===== config.mk =====
export PLATFORM = sky130hd
export DESIGN_NAME = kbc_sleep_seq
export DESIGN_NICKNAME = d
export VERILOG_FILES = /design/src/rtl/kbc_sleep_pkg.sv /design/src/rtl/kbc_stab_timer.sv /design/src/rtl/kbc_sleep_fsm.sv /design/src/rtl/kbc_clk_en_dec.sv /design/src/rtl/kbc_sleep_seq.sv
export SDC_FILE = /design/constraint.sdc
export NUM_CORES = 1
export LEC_CHECK = 0
export CORE_MARGIN = 2
export CORE_UTILIZATION = 50
export CTS_CLUSTER_SIZE = 40
export DETAILED_ROUTE_END_ITERATION = 10
export GPL_TIMING_DRIVEN = 0
export PLACE_DENSITY = 0.76
export SKIP_LAST_GASP = 1
export SLEW_MARGIN = 20
export SYNTH_ARGS = -nofsm -noshare
export SYNTH_HDL_FRONTEND = slang
export SYNTH_SLANG_ARGS = --single-unit

===== constraint.sdc =====
create_clock -name clk -period 3.4 [get_ports clk]
set_clock_uncertainty 0.1 [all_clocks]
set_input_delay 0.51 -clock clk [delete_from_list [all_inputs] [get_ports clk]]
set_output_delay 0.51 -clock clk [all_outputs]
set_load 0.02 [all_outputs]

===== src/rtl/kbc_sleep_pkg.sv =====
package kbc_sleep_pkg;

    typedef enum logic [1:0] {
        ST_RUN  = 2'd0,
        ST_SOFT = 2'd1,
        ST_HARD = 2'd2,
        ST_OSCW = 2'd3
    } pd_state_e;

    typedef struct packed {
        pd_state_e st;
        logic      vec;
        logic      nxt;
        logic      rst;
    } seq_regs_t;

endpackage


===== src/rtl/kbc_stab_timer.sv =====
module kbc_stab_timer #(
    parameter int STAB_CYCLES = 1024
) (
    input  logic clk,
    input  logic rst_n,
    input  logic run,
    output logic done
);
    localparam int CW = (STAB_CYCLES > 2) ? $clog2(STAB_CYCLES) : 1;
    localparam logic [CW-1:0] LAST = CW'(STAB_CYCLES - 1);

    logic [CW-1:0] cnt_d, cnt_q;

    always_comb begin
        cnt_d = cnt_q;
        if (!run)            cnt_d = '0;
        else if (cnt_q != LAST) cnt_d = cnt_q + 1'b1;
    end

    always_ff @(posedge clk or negedge rst_n) begin
        if (!rst_n) cnt_q <= '0;
        else        cnt_q <= cnt_d;
    end

    assign done = run && (cnt_q == LAST);

    // while waiting and not yet done, the count advances by one each cycle
    p_cnt_step_r6: assert property (@(posedge clk) disable iff (!rst_n)
        (run && !done) |=> (cnt_q == $past(cnt_q) + 1'b1));

    // an idle timer always starts the next wait from zero
    p_cnt_idle_r6: assert property (@(posedge clk) disable iff (!rst_n)
        !run |=> (cnt_q == '0));

endmodule


===== src/rtl/kbc_sleep_fsm.sv =====
module kbc_sleep_fsm
    import kbc_sleep_pkg::*;
(
    input  logic      clk,
    input  logic      rst_n,
    input  logic      halt_stb,
    input  logic      stop_stb,
    input  logic      host_wr,
    input  logic      ibf_ie,
    input  logic      wait_done,
    output pd_state_e state,
    output logic      vec,
    output logic      nxt,
    output logic      rst_pulse
);
    seq_regs_t r_d, r_q;

    always_comb begin
        r_d     = r_q;
        r_d.vec = 1'b0;
        r_d.nxt = 1'b0;
        r_d.rst = 1'b0;
        unique case (r_q.st)
            ST_RUN: begin
                if (stop_stb)      r_d.st = ST_HARD;
                else if (halt_stb) r_d.st = ST_SOFT;
            end
            ST_SOFT: begin
                if (host_wr) begin
                    r_d.st  = ST_RUN;
                    r_d.vec = ibf_ie;
                    r_d.nxt = !ibf_ie;
                end
            end
            ST_HARD: begin
                if (host_wr) r_d.st = ST_OSCW;
            end
            ST_OSCW: begin
                if (wait_done) begin
                    r_d.st  = ST_RUN;
                    r_d.vec = ibf_ie;
                    r_d.nxt = !ibf_ie;
                end
            end
            default: r_d.st = ST_RUN;
        endcase
    end

    always_ff @(posedge clk or negedge rst_n) begin
        if (!rst_n) begin
            r_q.st  <= ST_RUN;
            r_q.vec <= 1'b0;
            r_q.nxt <= 1'b0;
            r_q.rst <= 1'b1;
        end else begin
            r_q <= r_d;
        end
    end

    assign state     = r_q.st;
    assign vec       = r_q.vec;
    assign nxt       = r_q.nxt;
    assign rst_pulse = r_q.rst;

    // a host write in shallow sleep always yields a resume pulse
    p_soft_wake_r5: assert property (@(posedge clk) disable iff (!rst_n)
        (r_q.st == ST_SOFT && host_wr) |=> (vec || nxt));

    // the oscillator wait persists until the timer reports done
    p_wait_hold_r6: assert property (@(posedge clk) disable iff (!rst_n)
        (r_q.st == ST_OSCW && !wait_done) |=> (r_q.st == ST_OSCW));

    // instruction strobes leave a sleeping state untouched without a host write
    p_sleep_ignore_r4: assert property (@(posedge clk) disable iff (!rst_n)
        ((r_q.st == ST_SOFT || r_q.st == ST_HARD) && !host_wr) |=> $stable(r_q.st));

endmodule


===== src/rtl/kbc_clk_en_dec.sv =====
module kbc_clk_en_dec
    import kbc_sleep_pkg::*;
(
    input  pd_state_e state,
    output logic      cpu_en,
    output logic      tmr_en,
    output logic      osc_en
);
    always_comb begin
        unique case (state)
            ST_RUN:  {cpu_en, tmr_en, osc_en} = 3'b111;
            ST_SOFT: {cpu_en, tmr_en, osc_en} = 3'b011;
            ST_HARD: {cpu_en, tmr_en, osc_en} = 3'b000;
            ST_OSCW: {cpu_en, tmr_en, osc_en} = 3'b001;
            default: {cpu_en, tmr_en, osc_en} = 3'b111;
        endcase
    end
endmodule


===== src/rtl/kbc_sleep_seq.sv =====
module kbc_sleep_seq
    import kbc_sleep_pkg::*;
#(
    parameter int STAB_CYCLES = 1024
) (
    input  logic clk,
    input  logic rst_n,
    input  logic halt_stb,
    input  logic stop_stb,
    input  logic host_wr,
    input  logic ibf_ie,
    output logic cpu_clk_en,
    output logic tmr_clk_en,
    output logic osc_en,
    output logic resume_vec,
    output logic resume_next,
    output logic restart
);
    pd_state_e state;
    logic      wait_done;

    kbc_sleep_fsm u_fsm (
        .clk       (clk),
        .rst_n     (rst_n),
        .halt_stb  (halt_stb),
        .stop_stb  (stop_stb),
        .host_wr   (host_wr),
        .ibf_ie    (ibf_ie),
        .wait_done (wait_done),
        .state     (state),
        .vec       (resume_vec),
        .nxt       (resume_next),
        .rst_pulse (restart)
    );

    kbc_stab_timer #(.STAB_CYCLES(STAB_CYCLES)) u_timer (
        .clk   (clk),
        .rst_n (rst_n),
        .run   (state == ST_OSCW),
        .done  (wait_done)
    );

    kbc_clk_en_dec u_dec (
        .state  (state),
        .cpu_en (cpu_clk_en),
        .tmr_en (tmr_clk_en),
        .osc_en (osc_en)
    );

    // resume and restart indications never overlap
    p_pulse_excl_r9: assert property (@(posedge clk) disable iff (!rst_n)
        $onehot0({resume_vec, resume_next, restart}));

    // halt from the running state gates only the core clock
    p_halt_r2: assert property (@(posedge clk) disable iff (!rst_n)
        (cpu_clk_en && halt_stb && !stop_stb) |=> (!cpu_clk_en && tmr_clk_en && osc_en));

    // stop from the running state shuts the oscillator down
    p_stop_r3: assert property (@(posedge clk) disable iff (!rst_n)
        (cpu_clk_en && stop_stb) |=> (!osc_en && !tmr_clk_en && !cpu_clk_en));

    // a host write while running yields no resume pulse
    p_run_wr_r10: assert property (@(posedge clk) disable iff (!rst_n)
        (cpu_clk_en && host_wr && !halt_stb && !stop_stb) |=> (!resume_vec && !resume_next && cpu_clk_en));

    // a resume pulse is a single cycle
    p_pulse_len_r9: assert property (@(posedge clk) disable iff (!rst_n)
        (resume_vec || resume_next) |=> !(resume_vec || resume_next));

endmodule


# Yosys cells after proc, flatten, opt, wreduce, memory -nomap -nowiden
# Cells that the tools add are included.
# classes
add_sub_neg,1
eq_ne,10
mux,12
n_reduce_logical,8
# op_table
op,count
$mux W10,2
$add A10 B1 Y10 const B,1
$eq A10 B10 Y1 const B,1
$ne A10 B10 Y1 const B,1
$mux W4,2
$ne A2 B2 Y1 const B,4
$pmux W2 S4,1
$mux W2,3
$pmux W1 S2,3
$reduce_or A3 Y1,2
$eq A2 B2 Y1 const B,2
$pmux W2 S2,1
$reduce_and A4 Y1,1
$reduce_or A2 Y1,2
$ne A3 B3 Y1 const B,1
$eq A2 B1 Y1 const B,1
$logic_not A2 Y1,1
$logic_and A1 B1 Y1,1
$logic_not A1 Y1,1
# word_totals
regBits,15
output_inout_bits,6
elab_cells,36

# Longest topological paths before layout
# Gate-level depths: netlist of run 1.
# depth
depth_word,4
ltp_mapped,6
ltp_nobuf,5

# By module
# A second synthesis of run 1 with hierarchy kept.
# unflattened
cells_unflattened,79
area_unflattened_um2,787.0
# by_module_without_submodules
module,n_inst,cells_per_inst,area_each_um2,seq_area_each_um2
kbc_stab_timer,1,57,540.5,250.2
kbc_sleep_fsm,1,18,226.5,126.4
kbc_clk_en_dec,1,3,13.8,0.0
kbc_sleep_seq,1,1,6.3,0.0

# Worst setup path before layout of run 1
# No wires, ideal clock.
# synth_path
path_kind,register to register
from,register u_timer.cnt_q[0]
to,register u_fsm.vec (netlist name)
setup_ps,66
t_arrival_ps,1496
required_time_ps,3234
path_slack_ps,1738
path_stages_with_launch,7
n_path_buf,1
synth_period_minus_slack_ps,1662
cell_sequence,dfrtp_1 -> ha_1 -> nand3_2 -> or3_1 -> buf_2 -> a21oi_2 -> and2_1
# synth_rtl
item,line,rtl
from (decl),kbc_stab_timer.sv:12,"logic [CW-1:0] cnt_d, cnt_q;"
from (signal assigned),kbc_stab_timer.sv:22,else cnt_q <= cnt_d;

# Final worst setup path of run 1
# layout_path
from,register u_fsm.r_q (netlist bit u_fsm.state[1])
to,output port cpu_clk_en
# layout_between
elab_chain_len,3
# layout_lines
item,line,rtl
from (decl),kbc_sleep_fsm.sv:16,"seq_regs_t r_d, r_q;"
from (signal assigned),kbc_sleep_fsm.sv:56,r_q <= r_d;
$eq A2 B2 Y1 / $eq A2 B1 Y1 (equally long branches),kbc_clk_en_dec.sv:10,unique case (state)
$reduce_or A3 Y1 (no line),--,
$pmux W1 S2 (*),kbc_clk_en_dec.sv:10,
to (decl),kbc_sleep_seq.sv:12,"output logic cpu_clk_en,"
# Mark *: on every way between the ends. The rest lies on a longest branch, timed or not.

==> metrics.md, run 1 <==
| Metric | Value |
|---|---|
| Status | completed |
| Critical hold path startpoint | u_timer.cnt_q[8] |
| Most frequent cells in the layout | 14 x dfrtp_1, 11 x clkdlybuf4s50_1, 10 x nor2_1 |
| Iter 0 DRT Violations | 6 |
| Slew margin rel. | 56.6% |
| DR vias | 564 |
| Layout cells sized above 1 | 10.2% |
| CTS tree | yes |
| Gr usage total | 17.4% |
| Vias in the first global route | 530 |
| Seq cells post-synth | 15 |
| Port Buffers | 11 |
| DP Worst Slack | 1.52 ns |
| Placed insts | 99 |
| Worst setup path start | u_fsm.state[1] |
| DRC | 0 |
| Fillers | 116 |
| Synth Cell Area | 727 um^2 |
| Starting Density | 54.5% |
| Hold crit path type | register to register |
| Rows | 13 |
| RSZ-0062 raised after global routing | false |
| Cell variety after synth | 33 |
| Worst endpoint data arrival time | 1.57 ns |
| Die height | 42.1 um |
| Worst Max-Slew Pin Slew | 0.649 ns |
| Largest net degree at the start of global routing | 16 |
| Internal power | 0.000328 W |
| Fin nets | 96 |
| Logic pwr share | 35.2% |
| Sw power | 0.000182 W |
| Gate Count Post-Synth | 73 |
| Fin. max-slew vios | 0 |
| Antenna diodes | 0 |
| Clock latency on the worst-skew pair | 0.28 ns |
| Max VDD drop | 0.378 mV |
| Number of buffers created by CTS | 3 |
| Final weighted congestion in routability-driven placement | 0.719 |
| Max clock buf depth | 2 |
| CP Data Required Time | 2.79 ns |
| CTS Root Cell | clkbuf_4 |
| Worst Setup Start Kind | register |
| Avg Vias per Cell | 5.48 |
| Syn_area_per_cell | 9.96 um^2 |
| Multi-input logic area | 334 um^2 |
| Post-Layout Cell Count | 103 |
| First-pass GRT wire length | 2330 um |
| Sequential share of power | 45.2% |
| Final setup TNS | 0 ns |
| # setup viols final | 0 |
| Total gr overflow | 0 |
| Die ar. | 1770 um^2 |
| Synth-to-Final Area Change | 21.3% |
| Core area | 1330 um^2 |
| Max_cap viols | 0 |
| Worst setup margin | 1.22 ns |
| Syn nets | 80 |
| Initial antenna violation count | 0 |
| Final Hold Violating Endpoints | 0 |
| Post-cts resize count | 0 |
| Fin crit share | 64.2% |
| Sw frac | 35.7% |
| Routed len/inst | 13.0 um |
| Top Ports | 12 |
| Crit Path Category | register to output pin |
| Detailed placer's ending HPWL | 974 um |
| Placed cell areas | 856 um^2 |
| Reg2Reg Launch Point | u_timer.cnt_q[0] |
| Fin area | 882 um^2 |
| Leak | 0.371 nW |
| Cts hold-fix bufs | 0 |
| Most common cell after layout, fill and taps aside | dfrtp_1 |
| Reg2reg end | u_fsm.vec |
| DRT Pass-1 Iters | 4 |
| Final Util | 66.1% |
| Storage cell area | 377 um^2 |
| CTS clk-pin slew, worst paths | 0.09 ns |
| Yosys warnings | 0 |
| Sequential element share of the synthesized area | 51.8% |
| Die W | 42.1 um |
| Final min period | 2.18 ns |
| Hold EP | u_timer.cnt_q[8] |
| Pwr/cell area | 579 nW/um^2 |
| Clk pwr share | 19.6% |
| Crit end category | output pin |
| Hold depth | 1 |
| DRT antenna net count | 0 |
| Setup Buffers After CTS | 0 |
| H-tree depth | 1 |
| Reg2reg setup slack | 1.56 ns |
| Crit Path Max Fanout | 10 |
| Max frequency | 0.458 GHz |
| Routed WL | 1340 um |
| Worst Reg-to-Reg Cells | 6 |
| Sink Count | 15 |
## kinds of logic (layout without fill, tap and decap cells)
group	Yosys count	count (layout)	share of synthesized area (%)
AOI/OAI and AO/OA	16	16	14.1
other	1	1	0.516
DFF	15	15	51.8
and+or+nand+nor	32	32	24.6
xor gates and xnor gates	3	3	3.62
buffers and inverters	4	19	2.24
muxes	1	1	1.38
adders and majority gates	1	1	1.72
## layer usage
metal	GRT usage, %	share of wire [%]
met3	3.88	2.6
met4	7.50	1.4
met1	22.7	48
met5	0	0
met2	27.8	48
## power by group through the flow
| stage | registers (W) | logic (W) | clock network (W) |
|---|---|---|---|
| 2_1_floorplan | 0.000237 | 0.000103 | 0 |
| 3_3_place_gp | 0.000233 | 0.000177 | 0 |
| 3_5_place_dp | 0.000235 | 0.000182 | 0 |
| 4_1_cts | 0.000231 | 0.000182 | 0.000103 |
| 5_1_grt | 0.000236 | 0.000200 | 0.000112 |
| 6_report | 0.000231 | 0.000180 | 0.000100 |
## synthesized netlist by cell type
cell / count / area [um^2]
nor2_1: 10 / 37.5
xnor2_1: 1 / 8.76
and2_1: 1 / 6.26
clkbuf_1: 1 / 3.75
nor3b_1: 1 / 7.51
nand2_1: 7 / 26.3
dfrtp_1: 14 / 350
or2_2: 1 / 6.26
and3_1: 1 / 6.26
a21oi_2: 1 / 8.76
or3_1: 2 / 12.5
buf_2: 1 / 5.00
o211ai_1: 1 / 7.51
nand4_4: 1 / 21.3
dfstp_2: 1 / 26.3
and4_1: 1 / 8.76
ha_1: 1 / 12.5
a211oi_1: 1 / 7.51
o21ai_0: 3 / 15.0
inv_1: 2 / 7.51
and2b_1: 1 / 7.51
conb_1: 1 / 3.75
a221oi_1: 1 / 8.76
a21oi_1: 5 / 25.0
nand2b_1: 2 / 12.5
o2111ai_1: 1 / 8.76
nand4_1: 1 / 6.26
nor3_1: 2 / 10.0
o311ai_0: 1 / 8.76
mux2i_1: 1 / 10.0
a31oi_1: 2 / 12.5
xor2_1: 2 / 17.5
nand3_2: 1 / 10.0
## worst max-delay path, cell delays in order, from the launching register on
cell and delay (ns):
dfrtp_1 0.36, clkbuf_1 0.20, nor2_1 0.13, clkdlybuf4s50_1 0.61
## worst max path at each step
| stage | endpoint | slack, ns | depth (start not counted) |
|---|---|---|---|
| 5_1_grt | cpu_clk_en | 1.09 | 3 |
| 6_report | cpu_clk_en | 1.22 | 3 |
| 2_1_floorplan | u_fsm.vec | 1.74 | 6 |
| 4_1_cts | cpu_clk_en | 1.21 | 3 |
| 3_3_place_gp | cpu_clk_en | 1.53 | 3 |
| 3_5_place_dp | cpu_clk_en | 1.52 | 3 |
## area by class of cell
type | instances | share of cell area, %
flip-flops and latches | 15 | 42.7
multi-input cells | 54 | 37.9
repair buffers | 11 | 12.5
clock buffers | 4 | 2.98
well taps | 15 | 2.13
plain buffers | 2 | 0.993
inverters | 2 | 0.851
## per-stage QoR
step                      power, W  hold slack [ns]
after global routing      0.000548            0.439
final                     0.000511            0.418
after CTS                 0.000516            0.412
after floorplan           0.000340            0.114
after global placement    0.000410            0.390
after detailed placement  0.000416            0.397
## state kept, by name, summed over array words and instances, names as in the netlist
register	count
u_fsm.vec	1
u_timer.cnt_q	10
u_fsm.rst_pulse	1
u_fsm.state	2
u_fsm.nxt	1
No activity file was read; power rests on OpenSTA's default activity.
==> run 2: changes to the inputs <==
--- a/config.mk
+++ b/config.mk
@@ -6,11 +6,11 @@
 export NUM_CORES = 1
 export LEC_CHECK = 0
 export CORE_MARGIN = 2
-export CORE_UTILIZATION = 50
+export CORE_UTILIZATION = 45
 export CTS_CLUSTER_SIZE = 40
 export DETAILED_ROUTE_END_ITERATION = 10
 export GPL_TIMING_DRIVEN = 0
-export PLACE_DENSITY = 0.76
+export PLACE_DENSITY = 0.72
 export SKIP_LAST_GASP = 1
 export SLEW_MARGIN = 20
 export SYNTH_ARGS = -nofsm -noshare
==> constraint.sdc (replaced) <==
create_clock -name clk -period 1.8 [get_ports clk]
set_clock_uncertainty 0.1 [all_clocks]
set_input_delay 0.27 -clock clk [delete_from_list [all_inputs] [get_ports clk]]
set_output_delay 0.27 -clock clk [all_outputs]
set_load 0.02 [all_outputs]
==> metrics.md, run 2 (synthesis results as in run 1) <==
| Metric | Value |
|---|---|
| Fin crit share | 95.0% |
| Starting Density | 48.3% |
| RSZ-0062 raised after global routing | false |
| DR vias | 557 |
| Die ar. | 1950 um^2 |
| DP Worst Slack | -0.0271 ns |
| Reg2Reg Launch Point | u_timer.cnt_q[1] |
| Most frequent cells in the layout | 13 x dfrtp_1, 10 x nor2_1, 7 x nand2_1, 7 x clkdlybuf4s50_1, 5 x a21oi_1 |
| Iter 0 DRT Violations | 4 |
| Gr usage total | 16.7% |
| Worst Max-Slew Pin Slew | 0.643 ns |
| Pwr/cell area | 1090 nW/um^2 |
| Crit Path Max Fanout | 7 |
| Number of buffers created by CTS | 3 |
| Worst setup margin | 0.0898 ns |
| Max frequency | 0.585 GHz |
| Fin nets | 96 |
| Clock latency on the worst-skew pair | 0.28 ns |
| Worst Reg-to-Reg Cells | 6 |
| Worst endpoint data arrival time | 1.84 ns |
| # setup viols final | 0 |
| Crit Path Category | register to register |
| Slew margin rel. | 57.0% |
| Port Buffers | 11 |
| Max_cap viols | 0 |
| DRT antenna net count | 0 |
| Max reg flops | 10 |
| Synth-to-Final Area Change | 25.8% |
| CP Data Required Time | 1.92 ns |
| Largest net degree at the start of global routing | 16 |
| DRT Pass-1 Iters | 4 |
| First-pass GRT wire length | 2300 um |
| Die W | 44.2 um |
| Routed WL | 1350 um |
| Die height | 44.2 um |
| Status | completed |
| CTS clk-pin slew, worst paths | 0.08 ns |
| Vias in the first global route | 523 |
| Reg2reg setup slack | 0.09 ns |
| Placed cell areas | 857 um^2 |
| Core area | 1510 um^2 |
| Rows | 14 |
| Max clock buf depth | 2 |
| Initial antenna violation count | 0 |
| Most common cell after layout, fill and taps aside | dfrtp_1 |
| Layout cells sized above 1 | 13.6% |
| CTS tree | yes |
| Leak | 0.388 nW |
| DRC | 0 |
| Routed len/inst | 13.0 um |
| Final Hold Violating Endpoints | 0 |
| Crit end category | register |
| Fin. max-slew vios | 0 |
| Final weighted congestion in routability-driven placement | 0.716 |
| WHS | 0.276 ns |
| Avg Vias per Cell | 5.36 |
| Total gr overflow | 0 |
| Top Ports | 12 |
| Worst Setup Start Kind | register |
| Antenna diodes | 0 |
| Sink Count | 15 |
| Hold crit path type | input port to asynchronous set/reset pin |
| Reg2reg end | u_fsm.vec |
| Final setup TNS | 0 ns |
| Final min period | 1.71 ns |
| Detailed placer's ending HPWL | 960 um |
| CTS Root Cell | clkbuf_4 |
| Largest Register | u_timer.cnt_q |
| H-tree depth | 1 |
| Fin area | 915 um^2 |
| Max VDD drop | 0.771 mV |
## run 2: worst max path at each step
stage	from	to	slack (ns)	cells past startpoint
2_1_floorplan	u_timer.cnt_q[0]	u_fsm.vec	0.14	6
3_3_place_gp	u_timer.cnt_q[0]	u_fsm.vec	0.02	6
3_5_place_dp	u_timer.cnt_q[0]	u_fsm.vec	-0.03	6
4_1_cts	u_timer.cnt_q[1]	u_fsm.vec	0.004	6
5_1_grt	u_timer.cnt_q[1]	u_fsm.vec	0.01	6
6_report	u_timer.cnt_q[1]	u_fsm.vec	0.09	6
## run 2: repair_timing
item / CTS / global route
buffers inserted: 1 / 0
hold buffers: 0 / 0
endpoints found under the setup margin: 6 / 5
resized for setup: 5 / 4
pin swaps: 0 / 1
## run 2: critical path, cell delays in order, from the launching register on
cell     delay [ns]
dfrtp_1        0.43
ha_4           0.19
nand3_4        0.10
or3_1          0.38
buf_2          0.17
a21oi_4        0.14
and2_1         0.14
## run 2: through the flow
step / std cells / util, % / total power [W]
detailed placement: 100 / 56.9 / 0.000793
CTS: 104 / 58.9 / 0.000975
global placement: 100 / 56.9 / 0.000777
global route: 104 / 60.7 / 0.00107
finish: 104 / 60.7 / 0.000999
floorplan: 73 / - / 0.000642
## run 2: final cells by class
type	count	area [um^2]
buffer	1	5.00
clock buffer	4	26.3
fill	131	592
inverter	2	7.51
multi-input combinational	54	362
sequential	15	378
tap	16	20.0
timing repair buffer	12	116
## run 2: report_power, final
| part | switching, W | internal (W) |
|---|---|---|
| Combinational | 0.000188 | 0.000147 |
| Clock | 0.000102 | 0.0000862 |
| Sequential | 0.0000830 | 0.000393 |
## run 2: layer usage
layer  vias to the layer above  GRT usage (%)  wire length, um
met1                       258           23.0              660
li1                        288              -                -
met2                         7           22.6              621
met3                         4           6.12               47
met4                         0           9.09               21
met5                         -              0                0
==> run 3: changes to the inputs <==
--- a/config.mk
+++ b/config.mk
@@ -11,8 +11,10 @@
 export DETAILED_ROUTE_END_ITERATION = 10
 export GPL_TIMING_DRIVEN = 0
 export PLACE_DENSITY = 0.72
+export REMOVE_ABC_BUFFERS = 1
 export SKIP_LAST_GASP = 1
 export SLEW_MARGIN = 20
 export SYNTH_ARGS = -nofsm -noshare
 export SYNTH_HDL_FRONTEND = slang
 export SYNTH_SLANG_ARGS = --single-unit
+export TNS_END_PERCENT = 1
==> metrics.md, run 3 (synthesis results as in run 1) <==
| Metric | Value |
|---|---|
| Largest net degree at the start of global routing | 16 |
| Final weighted congestion in routability-driven placement | 0.720 |
| Most frequent cells in the layout | 12 x dfrtp_1, 10 x nor2_1, 9 x clkdlybuf4s50_1 |
| Starting Density | 48.3% |
| Status | completed |
| Max VDD drop | 0.710 mV |
| Worst setup path start | u_fsm.state[1] |
| Reg2Reg Launch Point | u_timer.cnt_q[0] |
| CP Data Required Time | 1.43 ns |
| Placed insts | 98 |
| Die W | 44.2 um |
| DRC | 0 |
| Fin crit share | 99.4% |
| Crit Path Max Fanout | 10 |
| CP max stage cell | clkdlybuf4s50_1 |
| Pwr/cell area | 1090 nW/um^2 |
| Initial antenna violation count | 0 |
| Clk pwr share | 20.4% |
| # setup viols final | 0 |
| Max frequency | 0.559 GHz |
| Sequential share of power | 48.8% |
| CTS tree | yes |
| Worst Max-Slew Pin Slew | 0.677 ns |
| Sw power | 0.000347 W |
| Worst-path cell chain | inv_1 -> clkdlybuf4s50_1 |
| H-tree depth | 1 |
| Post-Layout Cell Count | 102 |
| Max clock buf depth | 2 |
| Clock latency on the worst-skew pair | 0.29 ns |
| Max_cap viols | 0 |
| Largest Register | u_timer.cnt_q |
| Internal power | 0.000613 W |
| Routed len/inst | 13.2 um |
| Total gr overflow | 0 |
| Worst Setup Start Kind | register |
| CTS clk-pin slew, worst paths | 0.09 ns |
| Fillers | 129 |
| Placed cell areas | 848 um^2 |
| Fin nets | 94 |
| Die height | 44.2 um |
| Antenna diodes | 0 |
| Leak | 0.375 nW |
| Core area | 1510 um^2 |
| Logic pwr share | 30.8% |
| Final setup TNS | 0 ns |
| Worst endpoint data arrival time | 1.42 ns |
| Crit end category | output pin |
| RSZ-0062 raised after global routing | true |
| CP bufs+invs | 2 |
| Most common cell after layout, fill and taps aside | dfrtp_1 |
| Sw frac | 36.1% |
| Sink Count | 15 |
| Max reg flops | 10 |
| Die ar. | 1950 um^2 |
| DR vias | 567 |
| Synth-to-Final Area Change | 21.5% |
| WHS | 0.285 ns |
| Final min period | 1.79 ns |
| Layout cells sized above 1 | 12.8% |
| CP max stage delay | 0.59 ns |
| DRT Pass-1 Iters | 4 |
| Final Hold Violating Endpoints | 0 |
| Detailed placer's ending HPWL | 954 um |
| Gr usage total | 16.9% |
| Routed WL | 1340 um |
| Iter 0 DRT Violations | 9 |
| Hold crit path type | input port to asynchronous set/reset pin |
| CTS Root Cell | clkbuf_4 |
| Fin. max-slew vios | 0 |
| CP delay by family, top | buffers and inverters |
| Avg Vias per Cell | 5.56 |
| Vias in the first global route | 517 |
| Rows | 14 |
| Crit Path Category | register to output pin |
| Port Buffers | 11 |
| DRT antenna net count | 0 |
| Number of buffers created by CTS | 3 |
| Top Ports | 12 |
| Slew margin rel. | 54.7% |
| Fin area | 883 um^2 |
| First-pass GRT wire length | 2280 um |
==> run 3: cell count changes in the layout (fill, tap and decap cells not counted), sizes merged <==
cell,change
buf,-2
clkdlybuf4s50,+2
dlygate4sd2,-2
==> run 3: worst paths after layout <==
kind,end,depth (start not counted),slack (ns)
max,tmr_clk_en,2,0.01
max in group asynchronous,u_fsm.state[1],1,0.84
max reg2reg,u_fsm.nxt,5,0.06
min in group clk,u_timer.cnt_q[8],1,0.43
min,u_timer.cnt_q[5],1,0.29
min reg2reg,u_timer.cnt_q[8],1,0.43
==> run 3: cell type report <==
type	instances	area (um^2)	area share [%]
sequential	15	379	42.9
multi-input combinational	54	339	38.4
tap	16	20.0	2.27
inverter	2	7.51	0.850
clock buffer	4	26.3	2.97
timing repair buffer	11	111	12.6
==> run 3: repair_timing <==
item / 4_1_cts / 5_1_grt
pin swaps: 0 / 0
endpoints found under the setup margin: 5 / 7
hold buffers: 0 / 0
buffers inserted: 0 / 0
gates resized for setup: 1 / 4
==> run 3: metrics by stage <==
step	setup slack (ns)	total power, W	util (%)
final	0.0109	0.000960	58.6
after global routing	-0.0581	0.00102	58.6
after CTS	-0.0576	0.000966	58.0
after detailed placement	-0.00242	0.000778	56.3
after global placement	0.0181	0.000771	56.3
after floorplan	0.159	0.000637	-
==> run 3: power by group through the flow <==
stage / Combinational, W / Sequential [W] / Clock [W]
2_1_floorplan: 0.000168 / 0.000469 / 0
3_3_place_gp: 0.000304 / 0.000466 / 0
3_5_place_dp: 0.000311 / 0.000467 / 0
4_1_cts: 0.000306 / 0.000461 / 0.000200
5_1_grt: 0.000328 / 0.000480 / 0.000214
6_report: 0.000296 / 0.000468 / 0.000196
==> run 3: routing by layer <==
layer	GRT usage [%]	routed length, um	vias to the layer above
met5	0	0	-
met4	12.7	36	0
met3	4.90	38	4
met2	23.5	603	11
met1	22.1	664	269
li1	-	-	283
